File: src/rtl/tcam_pkg.sv
package tcam_pkg;
    typedef enum logic [1:0] {
        ST_IDLE   = 2'd0,
        ST_MATCH  = 2'd1,
        ST_ENCODE = 2'd2
    } state_e;

    localparam logic [2:0] OPC_WRITE  = 3'd0;
    localparam logic [2:0] OPC_ERASE  = 3'd1;
    localparam logic [2:0] OPC_SEARCH = 3'd2;
    localparam logic [2:0] OPC_WFREE  = 3'd3;
    localparam logic [2:0] OPC_GMASK  = 3'd4;
endpackage

File: src/rtl/tcam_prio.sv
// Lowest-index priority encoder with "any" and "more than one" flags.
module tcam_prio #(
    parameter int N  = 16,
    localparam int AW = (N > 1) ? $clog2(N) : 1
) (
    input  logic [N-1:0]  vec,
    output logic          any,
    output logic          multi,
    output logic [AW-1:0] idx
);
    always_comb begin
        any   = 1'b0;
        multi = 1'b0;
        idx   = '0;
        for (int i = 0; i < N; i++) begin
            if (vec[i]) begin
                if (any) begin
                    multi = 1'b1;
                end else begin
                    idx = i[AW-1:0];
                end
                any = 1'b1;
            end
        end
    end
endmodule

File: src/rtl/tcam_match.sv
// Parallel ternary compare of a key against every entry, with section gating.
module tcam_match #(
    parameter int KEY_W = 8,
    parameter int DEPTH = 16,
    parameter int NSEC  = 4,
    localparam int SEC_DEPTH = DEPTH / NSEC
) (
    input  logic [DEPTH-1:0][KEY_W-1:0] data_a,
    input  logic [DEPTH-1:0][KEY_W-1:0] mask_a,
    input  logic [DEPTH-1:0]            occ,
    input  logic [KEY_W-1:0]            key,
    input  logic [KEY_W-1:0]            gmask,
    input  logic [NSEC-1:0]             sec_on,
    output logic [DEPTH-1:0]            hit
);
    for (genvar i = 0; i < DEPTH; i++) begin : g_ent
        logic [KEY_W-1:0] diff;
        assign diff   = (data_a[i] ^ key) & ~(mask_a[i] | gmask);
        assign hit[i] = occ[i] & sec_on[i / SEC_DEPTH] & ~(|diff);
    end
endmodule

File: src/rtl/tcam_search.sv
module tcam_search
    import tcam_pkg::*;
#(
    parameter int KEY_W = 8,
    parameter int DEPTH = 16,
    localparam int NSEC = 4,
    localparam int AW   = $clog2(DEPTH)
) (
    input  logic             clk,
    input  logic             rst_n,
    input  logic             op_valid,
    input  logic [2:0]       op_code,
    input  logic [AW-1:0]    op_addr,
    input  logic [KEY_W-1:0] op_data,
    input  logic [KEY_W-1:0] op_mask,
    input  logic [NSEC-1:0]  sect_en,
    input  logic             sect_all,
    output logic             res_valid,
    output logic             res_hit,
    output logic             res_multi,
    output logic [AW-1:0]    res_addr,
    output logic             full
);
    state_e state_q, state_d;

    // Entry word: [KEY_W:1] data, [0] occupancy.
    logic [DEPTH-1:0][KEY_W:0]   ent_q;
    logic [DEPTH-1:0][KEY_W-1:0] mask_q;
    logic [KEY_W-1:0]            gmask_q;
    logic [KEY_W-1:0]            key_q;
    logic [NSEC-1:0]             sec_q;
    logic [DEPTH-1:0]            hit_q;

    logic [DEPTH-1:0][KEY_W-1:0] data_a;
    logic [DEPTH-1:0]            occ;
    logic [DEPTH-1:0]            hit;
    logic [DEPTH-1:0]            set_sel, clr_sel;
    logic                        free_any, free_multi_unused;
    logic [AW-1:0]               free_idx;
    logic                        p_any, p_multi;
    logic [AW-1:0]               p_idx;
    logic                        accept;

    always_comb begin
        for (int i = 0; i < DEPTH; i++) begin
            occ[i]    = ent_q[i][0];
            data_a[i] = ent_q[i][KEY_W:1];
        end
    end

    tcam_match #(.KEY_W(KEY_W), .DEPTH(DEPTH), .NSEC(NSEC)) u_match (
        .data_a(data_a), .mask_a(mask_q), .occ(occ), .key(key_q),
        .gmask(gmask_q), .sec_on(sec_q), .hit(hit)
    );

    tcam_prio #(.N(DEPTH)) u_free (
        .vec(~occ), .any(free_any), .multi(free_multi_unused), .idx(free_idx)
    );

    tcam_prio #(.N(DEPTH)) u_res (
        .vec(hit_q), .any(p_any), .multi(p_multi), .idx(p_idx)
    );

    assign full   = ~free_any;
    assign accept = op_valid && (state_q == ST_IDLE);

    // Next-state logic
    always_comb begin
        state_d = state_q;
        unique case (state_q)
            ST_IDLE:   if (accept && op_code == OPC_SEARCH) state_d = ST_MATCH;
            ST_MATCH:  state_d = ST_ENCODE;
            ST_ENCODE: state_d = ST_IDLE;
            default:   state_d = ST_IDLE;
        endcase
    end

    // State register
    always_ff @(posedge clk) begin
        if (!rst_n) state_q <= ST_IDLE;
        else        state_q <= state_d;
    end

    // Entry select decode
    always_comb begin
        set_sel = '0;
        clr_sel = '0;
        if (accept) begin
            case (op_code)
                OPC_WRITE: set_sel[op_addr] = 1'b1;
                OPC_ERASE: clr_sel[op_addr] = 1'b1;
                OPC_WFREE: if (free_any) set_sel[free_idx] = 1'b1;
                default:   ;
            endcase
        end
    end

    // Table storage and search pipeline registers
    always_ff @(posedge clk) begin
        if (!rst_n) begin
            ent_q   <= '0;
            mask_q  <= '0;
            gmask_q <= '0;
            key_q   <= '0;
            sec_q   <= '0;
            hit_q   <= '0;
        end else begin
            for (int i = 0; i < DEPTH; i++) begin
                if (set_sel[i]) begin
                    ent_q[i]  <= {op_data, 1'b1};
                    mask_q[i] <= op_mask;
                end else if (clr_sel[i]) begin
                    ent_q[i][0] <= 1'b0;
                end
            end
            if (accept && op_code == OPC_GMASK) gmask_q <= op_data;
            if (accept && op_code == OPC_SEARCH) begin
                key_q <= op_data;
                sec_q <= sect_all ? {NSEC{1'b1}} : sect_en;
            end
            if (state_q == ST_MATCH) hit_q <= hit;
        end
    end

    // Result outputs
    always_ff @(posedge clk) begin
        if (!rst_n) begin
            res_valid <= 1'b0;
            res_hit   <= 1'b0;
            res_multi <= 1'b0;
            res_addr  <= '0;
        end else if (state_q == ST_ENCODE) begin
            res_valid <= 1'b1;
            res_hit   <= p_any;
            res_multi <= p_multi;
            res_addr  <= p_idx;
        end else begin
            res_valid <= 1'b0;
            res_hit   <= 1'b0;
            res_multi <= 1'b0;
            res_addr  <= '0;
        end
    end
endmodule

File: config.mk
export PLATFORM = sky130hd
export DESIGN_NAME = tcam_search
export DESIGN_NICKNAME = d
export VERILOG_FILES = /design/src/rtl/tcam_pkg.sv /design/src/rtl/tcam_prio.sv /design/src/rtl/tcam_match.sv /design/src/rtl/tcam_search.sv
export SDC_FILE = /design/constraint.sdc
export NUM_CORES = 1
export LEC_CHECK = 0
export BUFFER_PORTS_ARGS = -buffer_cell sky130_fd_sc_hd__buf_2
export CAP_MARGIN = 0
export CORE_ASPECT_RATIO = 1.25
export CORE_MARGIN = 3
export CORE_UTILIZATION = 48
export CTS_BUF_LIST = sky130_fd_sc_hd__clkbuf_16
export CTS_CLUSTER_SIZE = 10
export DETAILED_ROUTE_END_ITERATION = 12
export GPL_TIMING_DRIVEN = 0
export PLACE_DENSITY = 0.66
export SLEW_MARGIN = 20
export SYNTH_ARGS = -nofsm -noshare
export SYNTH_HDL_FRONTEND = slang
export SYNTH_SLANG_ARGS = --single-unit
File: constraint.sdc
create_clock -name clk -period 2.4 [get_ports clk]
set_input_delay 0.12 -clock clk [delete_from_list [all_inputs] [get_ports clk]]
set_output_delay 0.12 -clock clk [all_outputs]
set_load 0.03 [all_outputs]
==> results.env, run 1 <==
NUMBER_OF_FLOPS_MAPPED_TO_ENABLE_CELLS_BY_YOSYS=0
NNETSFINAL=1878
SYNTH_TOP_AREA_FRAC=0.414
GP_CONGESTION=1.01
WORSTHOLDPATHCELLS=4
YOSYSMOSTFREQUENTCELL='sky130_fd_sc_hd__dfxtp_1'
DIE_H_UM=206
CORE_SQ_UM=31200
SYNTHESIS.AREA_SQ_UM=15300
TIMING.CRITICAL_PATH.REQUIRED_NS=2.87
CRITICAL-PATH-TOP-DELAY-FAMILY='simple AND/OR/NAND/NOR gates'
CTS_TREE='yes'
ASYNC_FLOP_SHARE=0
CLOCK_TREE.BUFFER_DEPTH=3
CRIT_ARRIVAL_NS=2.90
RR_WORST_DEPTH=6
DIE-WIDTH_UM=166
PLACED_CELL_AREA_SQ_UM=16000
WORST_HOLD_STARTPOINT='op_addr[0]'
CLOCKROOTBUFFER='sky130_fd_sc_hd__clkbuf_16'
FIRST_PASS_ITERS=9
GRT_ANTENNA_BEFORE_REPAIR=0
GRTUSAGETOTAL=0.342
WORST_SLEW_PIN_SLEW_NS=0.971
CP_SLOWEST_STAGE_DELAY_NS=0.65
GRT_MAX_DEGREE=18
DP.FINAL_HPWL_UM=40500
FMAX_GHz=0.412
FAILED_CHECKS='negative setup slack'
AREA_ENCLOSED_BY_THE_DIE_BOUNDARY_SQ_UM=34100
SYN_TO_FINAL_GROWTH_PCT=16.1
P_INT_mW=8.29
SYNTH.MUX.AREA_FRACTION=0.115
P_SW_mW=2.76
POSTSYNTH.TOPFLOPCELL='sky130_fd_sc_hd__dfxtp_1'
PERIOD_MINUS_SLACK_NS=2.43
P_LEAK_nW=6.36
FF2FF_SETUP_SLACK_NS=-0.03
WORST_PATH_MAX_DELAY_CELL='sky130_fd_sc_hd__dfxtp_2'
POWER.SHARE.SWITCHING=0.250
REG2REG_TO='hit_q[9]'
POST-SYNTH-TOP-AREA-CELL='sky130_fd_sc_hd__dfxtp_1'
WORST_R2R_STARTPOINT='key_q[0]'
FINAL_MAX_SLEW_VIOLS=0
POST_SYNTH_XOR_XNOR_AREA=0.0732
CRITICAL_PATH_BUF_INV_COUNT=1
CLOCK_SINKS=317
YOSYSWARNINGCOUNT=0
FRACTION_OF_THE_MAPPED_NETLIST_AREA_IN_COMPOUND_GATES=0.149
MOST_USED_STANDARD_CELLS_IN_THE_SYNTHESIZED_NETLIST='sky130_fd_sc_hd__dfxtp_1 (317), sky130_fd_sc_hd__nand2_1 (194), sky130_fd_sc_hd__mux2i_1 (176), sky130_fd_sc_hd__xnor2_1 (128)'
ROUTE.DETAILED.DRC=0
TIMING.FINAL.SETUP_VIOLATIONS=1
POST-PLACE-WS_NS=-0.600
CLOCK-SKEW-FINAL_NS=0.0178
FINALPOWER_mW=11.1
P_SEQ_FRAC=0.483
POST_SYNTH_INST_COUNT=1731
NUMBER_OF_CELL_ROWS=72
FINAL_LAYOUT_SIZE_SUFFIX_GT1_FRAC=0.147
STARTPOINT_TYPES='flop'
TOTALNEGATIVESETUPSLACK_NS=-0.0280
CTS_INSERTED_BUFFERS=37
WORSTPATHCELLLIST='clkbuf_2, xnor2_1, nor3_1, nor4_1, a22oi_1, nor2_1'
VIAS_PER_CELL=6.48
CLOCKPOWERSHARE=0.453
ROUTE.DETAILED.WL_PER_INST_UM=26.6
SYNTH_ADDER_AREA_SHARE=0.000653
YS_FF_LATCH=317
POWER_DENSITY_nW_PER_UM2=621
NET_COUNT_AFTER_SYNTHESIS=1762
LARGEST_FAMILY_OF_LOGIC_CELLS_BY_SYNTHESIZED_AREA='simple AND/OR/NAND/NOR gates'
CRIT_PATH_MAX_FANOUT=10
GRT-OVFL-TOTAL=0
HTREEDEPTH=2
LAYOUT.CELL_AREA.NON_FILLER_SQ_UM=17800
POSTSYNTHAREAPERCELL_SQ_UM=8.85
ANTENNA_CELLS_INSERTED=0
WORST_MIN_DELAY_PATH_CATEGORY='in2reg'
RUN_STATUS='finished with violations'
DR_TOTAL_VIAS=14600
NUMBER_OF_NETS_WITH_ANTENNA_VIOLATIONS_AFTER_DETAILED_ROUTING=0
SYNTHSIMPLEGATEAREAFRAC=0.197
GRT_FIRST_PASS_WIRELENGTH_UM=88800
FINALWIRELENGTH_UM=60000
NUMBER_OF_GLOBAL_ROUTE_VIAS_BEFORE_REPAIR=14000
CRITICAL_PATH_CLASS='reg2reg'
TIMING.MAX_SLEW.REL_SLACK=0.353
POWER.IR.VDD_WORST_mV=0.501
WORST_SETUP_HOLD_PATH_CLK_SLEW_NS=0.06
DRT_ITER0_DRC=1941
TIMING.MAX_CAP.VIOLATIONS=0
NUM_IO_PINS=39
WORSTHOLDENDPOINT='ent_q[27]'
CLKLATENCYLATEPIN_NS=0.55
SETUP_WS_NS=-0.0280
INITIAL_CORE_UTIL=0.492
YS_SEQ_AREA_FRAC=0.414
SYNTH.LIB_CELLS_USED.DISTINCT=78
FINALCRITPERIODSHARE=1.01
SYNTH_TOP_CELLS_BY_AREA='sky130_fd_sc_hd__dfxtp_1 (41%), sky130_fd_sc_hd__mux2i_1 (11%), sky130_fd_sc_hd__xnor2_1 (7.3%)'
FINAL-HOLD-VIOLATION-COUNT=0
PORT-BUFFER-COUNT=38
CRITPATHCAPTURETYPE='flop'
POWER_FRAC_COMB=0.064
## kinds of logic (layout without fill, tap and decap cells)
logic type,count (synthesis),count (layout)
adder cells (fa/ha/maj),1,1
multiplexers,176,176
XOR/XNOR,128,128
flip-flops,317,317
AND/OR/NAND/NOR,630,630
buffers and inverters,172,292
AO/OA/AOI/OAI,307,307
## power groups by stage
stage / Sequential, mW / Clock (mW) / Combinational (mW)
floorplan: 5.42 / 0 / 0.342
global placement: 5.42 / 0 / 0.654
detailed placement: 5.42 / 0 / 0.655
CTS: 5.33 / 5.01 / 0.678
global route: 5.34 / 5.22 / 0.729
finish: 5.34 / 5.01 / 0.710
## flip-flops by register name (all words and copies together), names as in the netlist, 2 cells and up
register / cells
gmask_q: 8
key_q: 8
data_a: 128
ent_q: 16
sec_q: 4
hit_q: 16
mask_q: 128
state_q: 2
res_addr: 4
## per-stage QoR
step | hold slack, ns | instances | utilization
after CTS | 0.135 | 2247 | 0.562
after detailed placement | 0.423 | 2176 | 0.514
final | 0.139 | 2258 | 0.571
after global routing | 0.201 | 2258 | 0.571
after floorplan | 0.259 | 1731 | -
after global placement | 0.412 | 2176 | 0.514
## worst min-delay path, cell delays in order
cell and delay, ns:
sky130_fd_sc_hd__buf_2 0.14, sky130_fd_sc_hd__nand3_1 0.16, sky130_fd_sc_hd__o21ai_0 0.10, sky130_fd_sc_hd__a21oi_1 0.13
## cell type report
type | count | area, sq um
well taps | 407 | 509
fillers | 2821 | 13400
flip-flops and latches | 317 | 6380
inverters | 7 | 26.3
repair buffers | 95 | 678
clock buffers | 38 | 951
multi-input cells | 1242 | 8410
plain buffers | 147 | 786
clock inverters | 5 | 47.5
## layer usage
layer / wire length, um / share of wire / global-route usage / vias to the layer above
li1: - / - / - / 6493
met1: 22500 / 0.38 / 0.414 / 6982
met2: 26800 / 0.45 / 0.553 / 855
met3: 5650 / 0.094 / 0.0655 / 296
met4: 4980 / 0.083 / 0.232 / 0
met5: 0 / 0 / 0 / -
## cells in the final DEF (no fill, tap or decap), types with 45 or more instances in the layout
master	n
sky130_fd_sc_hd__dfxtp_1	295
sky130_fd_sc_hd__nand2_1	193
sky130_fd_sc_hd__mux2i_1	176
sky130_fd_sc_hd__xnor2_1	128
sky130_fd_sc_hd__nor3_1	121
sky130_fd_sc_hd__nor2_1	117
sky130_fd_sc_hd__clkbuf_1	71
sky130_fd_sc_hd__nand3_1	57
sky130_fd_sc_hd__a21oi_1	55
sky130_fd_sc_hd__o21ai_0	50
sky130_fd_sc_hd__buf_2	49
sky130_fd_sc_hd__nand4_1	45
sky130_fd_sc_hd__buf_4	45
## how the worst max path moves through the flow
stage                              to       start  cells past startpoint
after floorplan             data_a[0]  state_q[1]                      9
after detailed placement     hit_q[9]    key_q[1]                      7
after global placement       hit_q[9]    key_q[4]                      7
final                        hit_q[9]    key_q[0]                      6
after CTS                 data_a[106]   ent_q[18]                      7
after global routing       mask_q[64]   ent_q[45]                      7
## timing repair
item / 4_1_cts / 5_1_grt
hold endpoints to repair: 64 / 0
gates resized for setup: 56 / 76
endpoints found under the setup margin: 259 / 212
setup buffers: 16 / 17
hold buffers: 24 / 0
pin swaps: 11 / 9
Note: power is estimated with default switching activity, not from simulation.
==> run 2, diff against run 1 <==
--- a/config.mk
+++ b/config.mk
@@ -7,14 +7,17 @@
 export LEC_CHECK = 0
 export BUFFER_PORTS_ARGS = -buffer_cell sky130_fd_sc_hd__buf_2
 export CAP_MARGIN = 0
+export CELL_PAD_IN_SITES_DETAIL_PLACEMENT = 0
+export CELL_PAD_IN_SITES_GLOBAL_PLACEMENT = 2
 export CORE_ASPECT_RATIO = 1.25
 export CORE_MARGIN = 3
-export CORE_UTILIZATION = 48
+export CORE_UTILIZATION = 40
 export CTS_BUF_LIST = sky130_fd_sc_hd__clkbuf_16
 export CTS_CLUSTER_SIZE = 10
 export DETAILED_ROUTE_END_ITERATION = 12
 export GPL_TIMING_DRIVEN = 0
-export PLACE_DENSITY = 0.66
+export HOLD_SLACK_MARGIN = 0.05
+export PLACE_DENSITY = 0.82
 export SLEW_MARGIN = 20
 export SYNTH_ARGS = -nofsm -noshare
 export SYNTH_HDL_FRONTEND = slang
==> run 2 against run 1 <==
- the flow still finishes with violations (negative setup slack)
- flip-flop and latch count unchanged
- worst hold slack worse by 0.0025 ns
- die area up 19%
- maximum frequency up 0.78%
- combinational power up 3.0%
- final cell count up 4.0%
- first-iteration DRC count down 32%
- global-route usage down 3.8 points
- critical endpoint is now data_a[32]
- largest cell class unchanged
==> results.env, run 2 (same netlist as run 1, synthesis figures left out) <==
FF2FF_SETUP_SLACK_NS=-0.009
GRT_ANTENNA_BEFORE_REPAIR=0
DR_TOTAL_VIAS=14300
GRT_MAX_DEGREE=20
FAILED_CHECKS='negative setup slack'
NNETSFINAL=1882
NUMBER_OF_GLOBAL_ROUTE_VIAS_BEFORE_REPAIR=13600
CRITICAL_PATH_CLASS='reg2reg'
WORSTHOLDPATHCELLS=4
CRITICAL_PATH_DEPTH=8
DIE_H_UM=225
FINAL-HOLD-VIOLATION-COUNT=0
CORE_SQ_UM=37600
CLOCK_SINKS=317
GRTUSAGETOTAL=0.304
AREA_ENCLOSED_BY_THE_DIE_BOUNDARY_SQ_UM=40700
PORT-BUFFER-COUNT=38
CRIT_ARRIVAL_NS=2.86
SYN_TO_FINAL_GROWTH_PCT=17.2
TIMING.MAX_CAP.VIOLATIONS=0
CTS_TREE='yes'
FINALCRITPERIODSHARE=1.00
ANTENNA_CELLS_INSERTED=0
GRT_FIRST_PASS_WIRELENGTH_UM=92600
WORST_SLEW_PIN_SLEW_NS=1.05
RUN_STATUS='finished with violations'
CLOCK-SKEW-FINAL_NS=0.0148
NUM_IO_PINS=39
TIMING.MAX_SLEW.REL_SLACK=0.297
NUM-FILL-CELLS=3681
POWER_DENSITY_nW_PER_UM2=625
MOST_FREQUENT_CELLS_IN_THE_LAYOUT='sky130_fd_sc_hd__dfxtp_1 (291), sky130_fd_sc_hd__nand2_1 (193), sky130_fd_sc_hd__mux2i_1 (176)'
CTS_INSERTED_BUFFERS=38
WORSTPATHCELLLIST='nand4b_1, o311a_1, o21ai_4, nand2_4, o32ai_2, buf_4, buf_8, mux2i_1'
POWER.IR.VDD_WORST_mV=0.483
STARTPOINT_TYPES='flop'
WORST_PATH_MAX_DELAY_CELL='sky130_fd_sc_hd__o311a_1'
ROUTE.DETAILED.WL_PER_INST_UM=27.2
FINAL_LAYOUT_SIZE_SUFFIX_GT1_FRAC=0.153
POST-PLACE-WS_NS=-0.906
FMAX_GHz=0.415
CRITICAL-PATH-TOP-DELAY-FAMILY='compound AO/OA/AOI/OAI gates'
CRIT_PATH_MAX_FANOUT=10
TIMING.CRITICAL_PATH.REQUIRED_NS=2.85
FINALWIRELENGTH_UM=63900
TIMING.FINAL.SETUP_VIOLATIONS=1
SETUP_WS_NS=-0.00920
FIRST_PASS_ITERS=5
CLOCK_TREE.BUFFER_DEPTH=3
PERIOD_MINUS_SLACK_NS=2.41
WORST_MIN_DELAY_PATH_CATEGORY='in2reg'
FINAL_MAX_SLEW_VIOLS=0
INITIAL_CORE_UTIL=0.408
NUMBER_OF_CELL_ROWS=79
SEQUENTIAL_CELL_AREA_SQ_UM=6390
GRT-OVFL-TOTAL=0
MULTIINPUTGATEAREA_SQ_UM=8380
MOSTFREQUENTLAYOUTCELL='sky130_fd_sc_hd__dfxtp_1'
P_LEAK_nW=6.43
ROUTE.DETAILED.DRC=0
DRT_ITER0_DRC=1312
CLKLATENCYLATEPIN_NS=0.55
NUMBER_OF_NETS_WITH_ANTENNA_VIOLATIONS_AFTER_DETAILED_ROUTING=0
RR_WORST_DEPTH=8
CP_SLOWEST_STAGE_DELAY_NS=0.43
DP.FINAL_HPWL_UM=43800
CRITICAL_PATH_BUF_INV_COUNT=2
DIE-WIDTH_UM=181
WORST_SETUP_HOLD_PATH_CLK_SLEW_NS=0.06
POSTLAYOUTCOREUTIL=0.478
GP_CONGESTION=0.964
HTREEDEPTH=2
CLOCKROOTBUFFER='sky130_fd_sc_hd__clkbuf_16'
CRITPATHCAPTURETYPE='flop'
VIAS_PER_CELL=6.09
run 2: cell types whose count changed in the layout (fill, tap and decap cells not counted), moves of 2 or more:
cell / before / now
sky130_fd_sc_hd__o2111ai_2: 0 / 3
sky130_fd_sc_hd__buf_4: 45 / 49
sky130_fd_sc_hd__inv_1: 9 / 13
sky130_fd_sc_hd__clkbuf_1: 71 / 69
sky130_fd_sc_hd__dfxtp_1: 295 / 291
sky130_fd_sc_hd__o2111ai_4: 3 / 0
sky130_fd_sc_hd__clkinv_1: 1 / 4
sky130_fd_sc_hd__dfxtp_4: 2 / 5
run 2: metrics by stage:
stage          hold slack, ns  setup TNS (ns)  instances  instance area [sq um]  power, mW
3_3_place_gp            0.425          -61.71       2255                  16100       6.11
3_5_place_dp            0.433          -58.37       2255                  16100       6.11
5_1_grt                 0.166          -0.686       2348                  18000       11.5
6_report                0.137        -0.00920       2348                  18000       11.2
4_1_cts                 0.121           -5.21       2328                  17700       11.3
2_1_floorplan           0.259               0       1731                  15300       5.76
run 2: path summary, 6_finish.rpt:
path	start	to
hold / removal	op_addr[0]	ent_q[135]
setup / recovery	ent_q[117]	data_a[32]
hold reg to reg	mask_q[87]	mask_q[87]
setup reg to reg	ent_q[117]	data_a[32]
run 2: metal layers:
metal  global-route usage  up-vias  part of all wire
li1                     -     6501                 -
met1                0.381     7102              0.41
met2                0.525      551              0.48
met3               0.0500      145             0.060
met4                0.121        0             0.043
met5                    0        -                 0
run 2: power by group:
part	total (mW)	internal, mW	switching (mW)	leakage (nW)
Combinational	0.731	0.189	0.542	3.32
Clock	5.17	2.89	2.28	0.536
Sequential	5.34	5.29	0.0483	2.57
run 2: cell type report:
type	instances	area share
Inverter	7	0.00146
Clock inverter	12	0.00390
Buffer	147	0.0444
Multi-Input combinational cell	1242	0.467
Clock buffer	39	0.0543
Timing Repair Buffer	98	0.0397
Sequential cell	317	0.356
Tap cell	486	0.0339
run 2: timing repair:
action,in CTS,in global routing
endpoints found under the hold margin,68,0
hold buffers,24,0
endpoints found under the setup margin,254,257
pin swaps,7,13
resized for setup,67,64
setup buffers,13,23
run 2: worst min-delay path: cells and delay by family:
| kind | cells | cell delay [ns] |
|---|---|---|
| buf+inv | 1 | 0.14 |
| simple gates | 1 | 0.15 |
| compound gates | 2 | 0.22 |
==> run 3, diff against run 2 <==
--- a/config.mk
+++ b/config.mk
@@ -5,19 +5,20 @@
 export SDC_FILE = /design/constraint.sdc
 export NUM_CORES = 1
 export LEC_CHECK = 0
+export ABC_AREA = 1
 export BUFFER_PORTS_ARGS = -buffer_cell sky130_fd_sc_hd__buf_2
 export CAP_MARGIN = 0
 export CELL_PAD_IN_SITES_DETAIL_PLACEMENT = 0
 export CELL_PAD_IN_SITES_GLOBAL_PLACEMENT = 2
 export CORE_ASPECT_RATIO = 1.25
 export CORE_MARGIN = 3
-export CORE_UTILIZATION = 40
+export CORE_UTILIZATION = 36
 export CTS_BUF_LIST = sky130_fd_sc_hd__clkbuf_16
 export CTS_CLUSTER_SIZE = 10
 export DETAILED_ROUTE_END_ITERATION = 12
 export GPL_TIMING_DRIVEN = 0
 export HOLD_SLACK_MARGIN = 0.05
-export PLACE_DENSITY = 0.82
+export PLACE_DENSITY = 0.81
 export SLEW_MARGIN = 20
 export SYNTH_ARGS = -nofsm -noshare
 export SYNTH_HDL_FRONTEND = slang
==> run 3 against run 2 <==
- the run still ends with negative setup slack left
- sequential power is essentially flat
- combinational power grew 20%
- flip-flop and latch count unchanged
- via count up 4.1%
- maximum frequency fell by 2.6%
- final cell count grew 19%
- register-to-register slack got worse by 0.07 ns
- synthesized area shrank 2.8%
- clock skew barely moved
==> results.env, run 3 <==
RUN_STATUS='finished with violations'
FAILED_CHECKS='negative setup slack'
CLOCK_SINKS=317
AREA_ENCLOSED_BY_THE_DIE_BOUNDARY_SQ_UM=43900
HOLDWS_NS=0.0658
FIRST_PASS_ITERS=7
FINAL-HOLD-VIOLATION-COUNT=0
P_LEAK_nW=6.95
FINALPOWER_mW=11.6
POSTLAYOUTCOREUTIL=0.425
POST_SYNTH_INST_COUNT=2130
TIMING.MAX_SLEW.REL_SLACK=0.224
GP_CONGESTION=0.895
ROUTE.DETAILED.WL_PER_INST_UM=23.4
MOST_FREQUENT_CELLS_IN_THE_LAYOUT='sky130_fd_sc_hd__nand2_1 (479), sky130_fd_sc_hd__nor2_1 (339), sky130_fd_sc_hd__dfxtp_1 (305)'
NUMBER_OF_NETS_WITH_ANTENNA_VIOLATIONS_AFTER_DETAILED_ROUTING=0
GRT-OVFL-TOTAL=0
WORST_SLEW_PIN_SLEW_NS=1.16
TIMING.CRITICAL_PATH.REQUIRED_NS=2.86
CLOCK-SKEW-FINAL_NS=0.0144
CRITPATHCAPTURETYPE='flop'
ROUTE.DETAILED.DRC=0
PORT-BUFFER-COUNT=35
FINALCRITPERIODSHARE=1.03
YOSYSMOSTFREQUENTCELL='sky130_fd_sc_hd__nand2_1'
FINAL_LAYOUT_SIZE_SUFFIX_GT1_FRAC=0.0992
MULTIINPUTGATEAREA_SQ_UM=7450
YS_FF_LATCH=317
FINAL_MAX_SLEW_VIOLS=0
WORST_MIN_DELAY_PATH_CATEGORY='in2reg'
CRITICAL_PATH_CLASS='reg2reg'
TIMING.FINAL.SETUP_VIOLATIONS=1
SYNTHESIS.AREA_SQ_UM=14900
SYNTH.LIB_CELLS_USED.DISTINCT=53
CLKLATENCYLATEPIN_NS=0.55
NUMBER_OF_FLOPS_MAPPED_TO_ENABLE_CELLS_BY_YOSYS=0
WORSTPATHCELLLIST='clkbuf_4, nor3_1, a211oi_1, nand3_1, a21oi_1'
YOSYSWARNINGCOUNT=0
GRT_MAX_DEGREE=13
CLOCK_TREE.BUFFER_DEPTH=3
WORST_SETUP_HOLD_PATH_CLK_SLEW_NS=0.06
FINALWIRELENGTH_UM=65100
CLOCKROOTBUFFER='sky130_fd_sc_hd__clkbuf_16'
INITIAL_CORE_UTIL=0.368
GRT_ANTENNA_BEFORE_REPAIR=1
ANTENNA_CELLS_INSERTED=0
PERIOD_MINUS_SLACK_NS=2.47
WORST_R2R_STARTPOINT='gmask_q[6]'
RSZ_0062_RAISED_AFTER_GLOBAL_ROUTING='yes'
MOSTFREQUENTLAYOUTCELL='sky130_fd_sc_hd__nand2_1'
SEQUENTIAL_CELL_AREA_SQ_UM=6360
VIAS_PER_CELL=5.35
CTS_INSERTED_BUFFERS=39
GRT_FIRST_PASS_WIRELENGTH_UM=94100
POST-SYNTH-TOP-AREA-CELL='sky130_fd_sc_hd__dfxtp_1'
NET_COUNT_AFTER_SYNTHESIS=2161
SYN_TO_FINAL_GROWTH_PCT=15.6
POWER_DENSITY_nW_PER_UM2=671
DR_TOTAL_VIAS=14900
POSTSYNTH.TOPFLOPCELL='sky130_fd_sc_hd__dfxtp_1'
NUMBER_OF_GLOBAL_ROUTE_VIAS_BEFORE_REPAIR=13700
CRITICAL_PATH_BUF_INV_COUNT=1
DIE-WIDTH_UM=188
CRITPATHLAUNCH='gmask_q[6]'
CRITICAL-PATH-TOP-DELAY-FAMILY='compound AO/OA/AOI/OAI gates'
SETUP_WS_NS=-0.0745
DRT_ITER0_DRC=1302
NUM-FILL-CELLS=4333
SYNTH_TOP_AREA_FRAC=0.426
NNETSFINAL=2254
ASYNC_FLOP_SHARE=0
CTS_TREE='yes'
TIMING.MAX_CAP.VIOLATIONS=0
NUMBER_OF_CELL_ROWS=82
CRIT_PATH_MAX_FANOUT=10
WORST_PATH_MAX_DELAY_CELL='sky130_fd_sc_hd__dfxtp_2'
MOST_USED_STANDARD_CELLS_IN_THE_SYNTHESIZED_NETLIST='sky130_fd_sc_hd__nand2_1 (479), sky130_fd_sc_hd__nor2_1 (345), sky130_fd_sc_hd__dfxtp_1 (317), sky130_fd_sc_hd__a21oi_1 (231), sky130_fd_sc_hd__o21ai_0 (144)'
WORST_HOLD_STARTPOINT='op_code[0]'
GRTUSAGETOTAL=0.291
CRIT_ARRIVAL_NS=2.93
HTREEDEPTH=2
POWER.IR.VDD_WORST_mV=0.414
POSTSYNTHAREAPERCELL_SQ_UM=6.99
FMAX_GHz=0.404
DIE_H_UM=233
CP_SLOWEST_STAGE_DELAY_NS=0.64
NUM_IO_PINS=39
DP.FINAL_HPWL_UM=45300
STARTPOINT_TYPES='flop'
SYNTH_TOP_CELLS_BY_AREA='sky130_fd_sc_hd__dfxtp_1 (43%), sky130_fd_sc_hd__nand2_1 (12%), sky130_fd_sc_hd__nor2_1 (8.7%)'
YS_SEQ_AREA_FRAC=0.426
CORE_SQ_UM=40500
run 3: cell types whose count changed after synthesis, sizes merged, moves of 23 or more:
cell and delta:
a21oi +166, a41oi -42, clkbuf -29, inv +122, mux2i -176, nand2 +296, nand3 +38, nand4 -28
nor2 +226, nor3 -73, nor4 -23, o21ai +87, o311ai -62, xnor2 -92
run 3: final timing paths:
kind,endpoint,slack [ns],cells after the start
max,hit_q[8],-0.07,5
min,state_q[0],0.07,4
max reg2reg,hit_q[8],-0.07,5
min reg2reg,mask_q[38],0.45,2
run 3: cell families after synthesis:
logic type	Yosys count	synth area share
and+or+nand+nor	1029	0.291
AOI/OAI and AO/OA	454	0.170
DFF	317	0.426
buffers and inverters	272	0.0790
xor gates and xnor gates	58	0.0341
run 3: through the flow:
stage          TNS, ns  std cells  setup slack [ns]  cell area (sq um)
3_3_place_gp    -17.40       2711             -1.06              15800
2_1_floorplan        0       2130             0.512              14900
3_5_place_dp    -15.18       2712            -0.964              15800
5_1_grt        -0.0149       2784          -0.00806              17200
6_report       -0.0745       2784           -0.0745              17200
4_1_cts              0       2782           0.00136              17100
run 3: worst reg2reg max path, cell delays in order, from the launching register on:
cell and delay, ns:
sky130_fd_sc_hd__dfxtp_2 0.64, sky130_fd_sc_hd__clkbuf_4 0.45, sky130_fd_sc_hd__nor3_1 0.10, sky130_fd_sc_hd__a211oi_1 0.57
sky130_fd_sc_hd__nand3_1 0.41, sky130_fd_sc_hd__a21oi_1 0.22
run 3: final cells by class:
class                           instances  share of cell area
Timing Repair Buffer                   62              0.0252
Clock buffer                           41              0.0596
Buffer                                125              0.0400
Clock inverter                         15             0.00363
Sequential cell                       317               0.369
Inverter                              137              0.0299
Multi-Input combinational cell       1541               0.433
Tap cell                              546              0.0397
run 3: timing repair:
action,CTS,global route
pin swaps,2,3
hold buffers,21,0
hold endpoints to repair,75,0
buffers inserted,3,2
endpoints found under the setup margin,116,165
gates resized for setup,41,29
run 3: report_power, final:
| group | internal, mW | switching [mW] |
|---|---|---|
| clock | 3.02 | 2.29 |
| sequential | 5.30 | 0.0583 |
| combinational | 0.230 | 0.646 |
| total | 8.56 | 3.00 |
run 3: layer usage:
layer / GRT usage / share of wire / wire length [um] / vias up
met5: 0 / 0 / 0 / -
met3: 0.0375 / 0.058 / 3800 / 127
li1: - / - / - / 7151
met1: 0.374 / 0.43 / 27800 / 7099
met4: 0.110 / 0.040 / 2630 / 0
met2: 0.499 / 0.47 / 30900 / 512
